**config.mk**
```make
export PLATFORM = sky130hd
export DESIGN_NAME = rpt_partition_ctl
export DESIGN_NICKNAME = d
export VERILOG_FILES = /design/src/rtl/rpt_part_pkg.sv /design/src/rtl/rpt_part_rule_map.sv /design/src/rtl/rpt_part_port.sv /design/src/rtl/rpt_partition_ctl.sv
export SDC_FILE = /design/constraint.sdc
export NUM_CORES = 1
export LEC_CHECK = 0
export ABC_CLOCK_PERIOD_IN_PS = 3400
export CORE_ASPECT_RATIO = 0.6
export CORE_MARGIN = 1
export CORE_UTILIZATION = 70
export DETAILED_ROUTE_END_ITERATION = 8
export DONT_BUFFER_PORTS = 1
export PLACE_DENSITY = 0.83
export SYNTH_ARGS = -nofsm -noshare
export SYNTH_HDL_FRONTEND = slang
export SYNTH_SLANG_ARGS = --single-unit
```
**constraint.sdc**
```tcl
create_clock -name clk -period 3.4 [get_ports clk]
set_input_delay 0.68 -clock clk [delete_from_list [all_inputs] [get_ports clk]]
set_output_delay 0.68 -clock clk [all_outputs]
set_load 0.03 [all_outputs]
```
**src/rtl/rpt_part_pkg.sv**
```systemverilog
package rpt_part_pkg;

    typedef enum logic {
        RULE_NORMAL = 1'b0,
        RULE_ALT    = 1'b1
    } recon_rule_e;

    localparam int DEF_NUM_TP       = 4;
    localparam int DEF_COL_LIMIT    = 31;
    localparam int DEF_LONG_COL     = 1024;
    localparam int DEF_RECON_LEN    = 512;

endpackage

```
**src/rtl/rpt_part_rule_map.sv**
```systemverilog
module rpt_part_rule_map #(
    parameter int NUM_TP    = rpt_part_pkg::DEF_NUM_TP,
    parameter int NUM_PORTS = NUM_TP + 1
) (
    input  logic                      alt_tp_sel,
    input  logic                      alt_aui_sel,
    output rpt_part_pkg::recon_rule_e rule [NUM_PORTS]
);
    import rpt_part_pkg::*;

    for (genvar gi = 0; gi < NUM_PORTS; gi++) begin : g_rule
        if (gi < NUM_TP) begin : g_tp
            assign rule[gi] = alt_tp_sel ? RULE_ALT : RULE_NORMAL;
        end else begin : g_aui
            assign rule[gi] = alt_aui_sel ? RULE_ALT : RULE_NORMAL;
        end
    end

endmodule

```
**src/rtl/rpt_part_port.sv**
```systemverilog
module rpt_part_port #(
    parameter int COL_LIMIT = rpt_part_pkg::DEF_COL_LIMIT,
    parameter int LONG_COL  = rpt_part_pkg::DEF_LONG_COL,
    parameter int RECON_LEN = rpt_part_pkg::DEF_RECON_LEN
) (
    input  logic                      clk,
    input  logic                      rst_n,
    input  logic                      en,
    input  logic                      act,
    input  logic                      col,
    input  logic                      tx,
    input  rpt_part_pkg::recon_rule_e rule,
    output logic                      part
);
    import rpt_part_pkg::*;

    localparam int CNT_SAT = COL_LIMIT + 1;
    localparam int CW      = $clog2(CNT_SAT + 1);
    localparam int LEN_SAT = RECON_LEN + 1;
    localparam int LW      = $clog2(LEN_SAT + 1);
    localparam int CL_SAT  = LONG_COL + 1;
    localparam int KW      = $clog2(CL_SAT + 1);

    typedef struct packed {
        logic          part;
        logic [CW-1:0] cnt;
        logic [LW-1:0] len;
        logic [KW-1:0] clen;
        logic          had_col;
        logic          is_tx;
    } st_t;

    st_t st_d, st_q;

    always_comb begin
        st_d = st_q;
        if (!en) begin
            st_d = '0;
        end else if (act) begin
            // packet in progress: measure length, collision run and direction
            if (st_q.len != LW'(LEN_SAT)) st_d.len = st_q.len + LW'(1);
            if (st_q.len == '0) st_d.is_tx = tx;
            if (col) begin
                st_d.had_col = 1'b1;
                if (st_q.clen != KW'(CL_SAT)) st_d.clen = st_q.clen + KW'(1);
                if (st_d.clen == KW'(CL_SAT)) st_d.part = 1'b1;
            end else begin
                st_d.clen = '0;
            end
        end else begin
            st_d.clen = '0;
            if (st_q.len != '0) begin
                // first idle cycle after a packet: judge the packet
                if (st_q.had_col) begin
                    if (st_q.cnt != CW'(CNT_SAT)) st_d.cnt = st_q.cnt + CW'(1);
                    if (st_d.cnt == CW'(CNT_SAT)) st_d.part = 1'b1;
                end else begin
                    st_d.cnt = '0;
                    if (st_q.len == LW'(LEN_SAT) &&
                        (rule == RULE_NORMAL || st_q.is_tx))
                        st_d.part = 1'b0;
                end
                st_d.len     = '0;
                st_d.had_col = 1'b0;
                st_d.is_tx   = 1'b0;
            end
        end
    end

    always_ff @(posedge clk or negedge rst_n) begin
        if (!rst_n) st_q <= '0;
        else        st_q <= st_d;
    end

    assign part = st_q.part;

endmodule

```
**src/rtl/rpt_partition_ctl.sv**
```systemverilog
module rpt_partition_ctl #(
    parameter int NUM_TP    = rpt_part_pkg::DEF_NUM_TP,
    parameter int NUM_PORTS = NUM_TP + 1,
    parameter int COL_LIMIT = rpt_part_pkg::DEF_COL_LIMIT,
    parameter int LONG_COL  = rpt_part_pkg::DEF_LONG_COL,
    parameter int RECON_LEN = rpt_part_pkg::DEF_RECON_LEN
) (
    input  logic                 clk,
    input  logic                 rst_n,
    input  logic [NUM_PORTS-1:0] port_en,
    input  logic [NUM_PORTS-1:0] port_act,
    input  logic [NUM_PORTS-1:0] port_col,
    input  logic [NUM_PORTS-1:0] port_tx,
    input  logic                 alt_tp_sel,
    input  logic                 alt_aui_sel,
    output logic [NUM_PORTS-1:0] port_part
);
    import rpt_part_pkg::*;

    recon_rule_e rule [NUM_PORTS];

    rpt_part_rule_map #(
        .NUM_TP   (NUM_TP),
        .NUM_PORTS(NUM_PORTS)
    ) rule_map_i (
        .alt_tp_sel (alt_tp_sel),
        .alt_aui_sel(alt_aui_sel),
        .rule       (rule)
    );

    for (genvar gp = 0; gp < NUM_PORTS; gp++) begin : g_port
        rpt_part_port #(
            .COL_LIMIT(COL_LIMIT),
            .LONG_COL (LONG_COL),
            .RECON_LEN(RECON_LEN)
        ) port_i (
            .clk  (clk),
            .rst_n(rst_n),
            .en   (port_en[gp]),
            .act  (port_act[gp]),
            .col  (port_col[gp]),
            .tx   (port_tx[gp]),
            .rule (rule[gp]),
            .part (port_part[gp])
        );
    end

endmodule

```
==> qor.yml, run 1 <==
antenna_found_initial: 0
nNetsFinal: 1092
wl_per_cell_microns: 15.45
place_congestion: 0.8628
yosysTopAreaCellShare_pct: 40.44
netSwitchingPower_uw: 966.4
die_x_microns: 150.7
async_flop_share_pct: 100.0
switching_share_pct: 23.27
fmax_ghz: 0.3833
synth_edf_count: 0
p_per_area_nw_per_um2: 418.2
n_antenna_cell: 0
initial_core_util_pct: 72.00
sequentialPowerShare_pct: 45.3
p_int_mw: 3.187
grt_usage_pct: 29.56
clock_latency_ns: 0.42
cp-start-kind: "flip-flop"
drc_errors: 0
clock_skew_ns: 0.008252
vdd_drop_max_uv: 271.9
synth_most_common_cell: "dfrtp_1"
num_rows: 32
hpwl_microns: 12660
port_buffers: 0
crit_top_cell: "o21ai_0"
antenna_left: 0
ys_types: 76
ios: 29
slew_headroom_pct: 17.70
syn_inst: 1054
die_h_microns: 91.20
ys_seq_elements: 150
fin_crit_sh_pct: 76.74
synth_area_leaders: "dfrtp_1 (40%), xor2_1 (5.0%), nor2_1 (4.9%), ha_1 (4.7%), nand3_1 (4.7%)"
cts_tree: "built"
p_clk_share_pct: 48.9
synth_ff_type: "dfrtp_1"
die_area_sq_um: 13740
drive_gt1_share_pct: 5.163
grt_pass1_wl_microns: 32660
clk_path_buf_depth: 2
cts_max_level: 4
yosysWarnings: 0
cts_root_buf: "clkbuf_16"
setup_tns_ns: 0
worst_slew_pin_slew_ns: 1.222
syn_to_final_growth_pct: 6.996
synth_area_sq_um: 9283
period_needed_ns: 2.609
status: "finished with violations"
synth_nets: 1113
core_sq_um: 12890
finish.utilization_pct: 77.04
rsz0062_at_grt: "false"
wl_microns: 18790
cts_resized: 0
avgSynthCellArea_sq_um: 8.807
critical-path-max-stage-delay_ns: 0.98
pwr-share-comb_pct: 5.8
grt_max_degree: 151
dr_total_vias: 7377
grt_overflow: 0
cts.sinks: 150
grt_pass1_vias: 6865
crit_fanout: 11
synth_top_area_cell: "dfrtp_1"
worstPathRequired_ns: 3.71
violations: "negative hold slack"
vias_per_cell: 6.067
numCtsBuffers: 17
yosys-top-cells-count: "dfrtp_1 (150), nor2_1 (121), nand3_1 (87), nand2_1 (86), xor2_1 (53)"
end_kind: "flip-flop"
clk_pin_slew_worst_paths_ns: 0.06
cts_setup_buffers: 0
arrival_ns: 2.92
cpMaxStageDelayCell: "o21ai_0"
leakagePower_nw: 4.237
path_class: "flip-flop to flip-flop"
drt_iter0_markers: 575
hold_class: "primary input to async pin"
seq_area_frac_synth_pct: 40.44
finalHoldViolations: 150
maxSlewViolCount: 0
max_cap_violations: 0
setup_viol: 0
drt_pass1_iterations: 5
fin_hold_ws_ns: -0.04754
crit_chain: "inv_1, ha_1, nor2b_1, and3_1, o21ai_0, o21ai_0, o2bb2ai_1"
## power by group through the flow
stage               registers [mW]  clock network (mW)  logic (mW)
floorplan                     1.88                   0       0.229
global placement              1.91                   0       0.232
detailed placement            1.91                   0       0.238
CTS                           1.88                2.05       0.241
global route                  1.89                2.12       0.278
finish                        1.88                2.03       0.242
## cells in the final DEF, fill, tap and decap left out, types with 7 or more instances in the layout
cell type,instances
or3_1,10
nand2b_1,19
nand4_1,8
xnor2_1,41
a21boi_0,7
nor4b_1,7
and4_1,7
and2_1,19
and3_1,30
mux2i_1,12
o21ai_0,46
xor2_1,53
clkbuf_16,17
a21oi_1,20
ha_1,35
o21ai_1,8
dfrtp_1,150
nand3_1,87
a31oi_1,12
nor3b_1,13
a211oi_1,9
nand2_1,86
a22oi_1,7
nor2b_1,24
nor2_1,121
inv_1,47
nor3_1,35
nor4_1,8
## cell type report
type                            instances  area (sq um)
Multi-Input combinational cell        813          5135
Sequential cell                       150          3754
Fill cell                             866          2960
Clock buffer                           20         456.7
Tap cell                              170         212.7
Inverter                               49         183.9
Clock inverter                         12         175.2
Timing Repair Buffer                    2         15.01
## cell families after synthesis
group,share of synthesized area (%)
buffers and inverters,4.246
AO/OA/AOI/OAI,11.90
XOR/XNOR,8.869
adder cells (fa/ha/maj),4.718
flip-flops,40.44
multiplexers,2.022
AND/OR/NAND/NOR,27.81
## worst max-delay path, delay by kind of cell, from the launching register on
family / cells / cell delay, ns
buffers and inverters: 1 / 0.08
AND/OR/NAND/NOR: 2 / 0.39
adder cells (fa/ha/maj): 1 / 0.21
AO/OA/AOI/OAI: 3 / 1.40
flip-flops: 1 / 0.42
## state kept, by name, summed over array words and instances (netlist names)
register	cells
g_port.port_i.st_q	145
g_port.port_i.part	5
## routing by layer
layer | share of wire, % | GRT usage [%] | vias to the layer above | routed length (microns)
met3 | 5.2 | 6.030 | 14 | 981
met4 | 0.76 | 6.000 | 0 | 143
met1 | 51 | 46.04 | 3521 | 9605
li1 | - | - | 3653 | -
met5 | 0 | 0 | - | 0
met2 | 43 | 42.40 | 189 | 8061
## metrics by stage
| stage | cell area (sq um) | total power [mW] | setup slack [ns] | instances |
|---|---|---|---|---|
| 2_1_floorplan | 9283 | 2.114 | 1.388 | 1054 |
| 4_1_cts | 9932 | 4.167 | 0.8099 | 1216 |
| 3_3_place_gp | 9300 | 2.143 | 0.9231 | 1184 |
| 5_1_grt | 9932 | 4.288 | 0.5518 | 1216 |
| 3_5_place_dp | 9300 | 2.149 | 0.8444 | 1184 |
| 6_report | 9932 | 4.154 | 0.7908 | 1216 |
## final timing paths
kind / start / to / slack (ns) / cells past startpoint
min in group clk: port_act[3] / g_port[3].port_i.part / 0.36 / 1
max reg2reg: g_port[4].port_i.st_q[13] / g_port[4].port_i.st_q[27] / 0.79 / 7
min reg2reg: g_port[3].port_i.st_q[28] / g_port[3].port_i.st_q[28] / 0.54 / 1
max in group asynchronous: rst_n / g_port[4].port_i.st_q[3] / 3.26 / 0
min: rst_n / g_port[2].port_i.st_q[24] / -0.05 / 0
max: g_port[4].port_i.st_q[13] / g_port[4].port_i.st_q[27] / 0.79 / 7
Note: power is estimated with default switching activity, not from simulation.
==> run 2: changes to the inputs <==
--- a/config.mk
+++ b/config.mk
@@ -5,13 +5,13 @@
 export SDC_FILE = /design/constraint.sdc
 export NUM_CORES = 1
 export LEC_CHECK = 0
-export ABC_CLOCK_PERIOD_IN_PS = 3400
+export ABC_CLOCK_PERIOD_IN_PS = 2600
 export CORE_ASPECT_RATIO = 0.6
 export CORE_MARGIN = 1
-export CORE_UTILIZATION = 70
+export CORE_UTILIZATION = 65
 export DETAILED_ROUTE_END_ITERATION = 8
 export DONT_BUFFER_PORTS = 1
-export PLACE_DENSITY = 0.83
+export PLACE_DENSITY = 0.78
 export SYNTH_ARGS = -nofsm -noshare
 export SYNTH_HDL_FRONTEND = slang
 export SYNTH_SLANG_ARGS = --single-unit
==> constraint.sdc (replaced) <==
create_clock -name clk -period 2.6 [get_ports clk]
set_input_delay 0.52 -clock clk [delete_from_list [all_inputs] [get_ports clk]]
set_output_delay 0.52 -clock clk [all_outputs]
set_load 0.03 [all_outputs]
==> qor.yml, run 2 (synthesized netlist as in run 1, its figures left out) <==
status: "finished with violations"
violations: "negative hold slack"
place_congestion: 0.8898  # +3.1%
cts_setup_buffers: 0  # unchanged
dp.cells: 1209  # +2.1%
fin_ws_ns: 0.2667  # -0.5242 ns
die_area_sq_um: 14780  # +7.6%
startpoint: "g_port[4].port_i.st_q[3]"
p_per_area_nw_per_um2: 530.3  # +27%
grt_max_degree: 151  # unchanged
leakagePower_nw: 4.220  # -0.41%
clk_pin_slew_worst_paths_ns: 0.06  # about the same
pwr-share-comb_pct: 6.2  # +0.4 points
hold_class: "primary input to async pin"
crit_fanout: 7  # -4
ios: 29  # unchanged
die_x_microns: 156.3  # +3.7%
switching_share_pct: 23.74  # +0.47 points
wl_per_cell_microns: 15.05  # -2.6%
die_h_microns: 94.57  # +3.7%
worst_slew_pin_slew_ns: 0.5724  # -0.6491 ns
period_needed_ns: 2.333  # -0.2758 ns
sequentialPowerShare_pct: 46.7  # +1.4 points
clock_skew_ns: 0.008482  # +0.0002305 ns
final_common_cell: "dfrtp_1"
fin_hold_ws_ns: -0.2117  # -0.1641 ns
worstPathRequired_ns: 2.96  # -0.75 ns
netSwitchingPower_mw: 1.251  # +29%
fin_crit_sh_pct: 89.74  # +13 points
instances_no_fill: 1240  # +2.0%
maxSlewViolCount: 0  # unchanged
antenna_found_initial: 0  # unchanged
initial_core_util_pct: 67.31  # -4.7 points
syn_to_final_growth_pct: 7.063  # about the same
vdd_drop_max_uv: 396.4  # +46%
drt_iter0_markers: 593  # +3.1%
rsz0062_at_grt: "false"
drive_gt1_share_pct: 5.248  # +0.086 points
grt_pass1_vias: 6452  # -6.0%
slew_headroom_pct: 61.49  # +44 points
crit_chain: "inv_1, ha_1, nor4b_1, nand4_1, nor3b_1, o21ai_1, o41ai_1, o211a_1"
path_class: "flip-flop to flip-flop"
finalHoldViolations: 150  # unchanged
cts_tree: "built"
port_buffers: 0  # unchanged
fmax_ghz: 0.4286  # +12%
drt_pass1_iterations: 5  # unchanged
grt_usage_pct: 26.90  # -2.7 points
p_clk_share_pct: 47.1  # -1.8 points
wl_microns: 18660  # -0.71%
mostFrequentLayoutCells: "dfrtp_1 (150), nor2_1 (121), nand3_1 (87)"
r2r_cells: 8  # +1
multiInputGateArea_sq_um: 5135  # unchanged
largest_register: "g_port.port_i.st_q"
arrival_ns: 2.70  # -0.22 ns
p_int_mw: 4.019  # +26%
max_cap_violations: 0  # unchanged
timing.rr.start: "g_port[4].port_i.st_q[3]"
critical-path-max-stage-delay_ns: 0.42  # -0.56 ns
clock_latency_ns: 0.42  # about the same
dp_slack_ns: 0.3048  # -0.5396 ns
numCtsBuffers: 17  # unchanged
clk_path_buf_depth: 2  # unchanged
antenna_left: 0  # unchanged
setup_viol: 0  # unchanged
seqCellArea_sq_um: 3754  # unchanged
dr_total_vias: 7235  # -1.9%
fillers: 1041  # +20%
cts.sinks: 150  # unchanged
n_antenna_cell: 0  # unchanged
end_kind: "flip-flop"
cts_root_buf: "clkbuf_16"
drc_errors: 0  # unchanged
hpwl_microns: 12740  # +0.58%
vias_per_cell: 5.835  # -3.8%
grt_overflow: 0  # unchanged
grt_pass1_wl_microns: 31880  # -2.4%
nNetsFinal: 1095  # +0.27%
power_mw: 5.270  # +27%
core_sq_um: 13790  # +7.0%
cp-start-kind: "flip-flop"
cts_max_level: 4  # unchanged
num_rows: 33  # +3.1%
largest_register_ffs: 145  # unchanged
setup_tns_ns: 0  # unchanged
cpMaxStageDelayCell: "dfrtp_1"
-- run 2: cell types whose count changed in the layout (fill, tap and decap cells not counted), sizes merged --
| cell | change |
|---|---|
| buf | +3 |
| bufinv | -1 |
| clkinv | -1 |
| clkinvlp | +2 |
| clkbuf | -1 |
-- run 2: routing by layer --
metal	share of wire (%)	up-vias	GRT usage (%)
met5	0	-	0
met4	0.99	0	7.516
met3	5.1	18	4.635
met2	41	177	36.72
met1	53	3384	42.99
li1	-	3656	-
-- run 2: critical path, delay by kind of cell, from the launching register on --
kind	cells	cell delay (ns)
AO/OA/AOI/OAI	3	0.61
flip-flops	1	0.42
AND/OR/NAND/NOR	3	1.03
adder cells (fa/ha/maj)	1	0.14
buffers and inverters	1	0.07
-- run 2: final cells by class --
type | instances | area share (%)
multi-input cells | 813 | 51.67
flip-flops and latches | 150 | 37.77
clock buffers | 19 | 4.356
well taps | 192 | 2.417
inverters | 49 | 1.851
clock inverters | 12 | 1.561
repair buffers | 5 | 0.3777
-- run 2: what timing repair did --
action / 4_1_cts / 5_1_grt
resized for setup: 0 / 0
endpoints found under the setup margin: 0 / 0
hold endpoints to repair: 150 / 150
-- run 2: metrics by stage --
step	utilization (%)	hold WS (ns)	instance area, sq um
after floorplan	-	0.2244	9283
after global placement	67.80	0.2275	9350
after detailed placement	67.80	0.2284	9350
after CTS	72.07	-0.2218	9938
after global routing	72.07	-0.2264	9938
final	72.07	-0.2117	9938
-- run 2: final timing paths --
kind,endpoint,slack [ns]
worst max-delay path,g_port[4].port_i.part,0.27
worst min-delay path,g_port[4].port_i.st_q[24],-0.21
worst max register to register,g_port[4].port_i.part,0.27
worst min register to register,g_port[3].port_i.st_q[28],0.53
max in group asynchronous,g_port[3].port_i.st_q[19],2.58
min in group clk,g_port[3].port_i.part,0.21
-- run 2: power by group through the flow --
stage	combinational, mW	sequential (mW)	clock, mW
finish	0.328	2.46	2.48
global placement	0.315	2.50	0
CTS	0.327	2.46	2.53
global route	0.373	2.47	2.62
floorplan	0.300	2.46	0
detailed placement	0.321	2.50	0
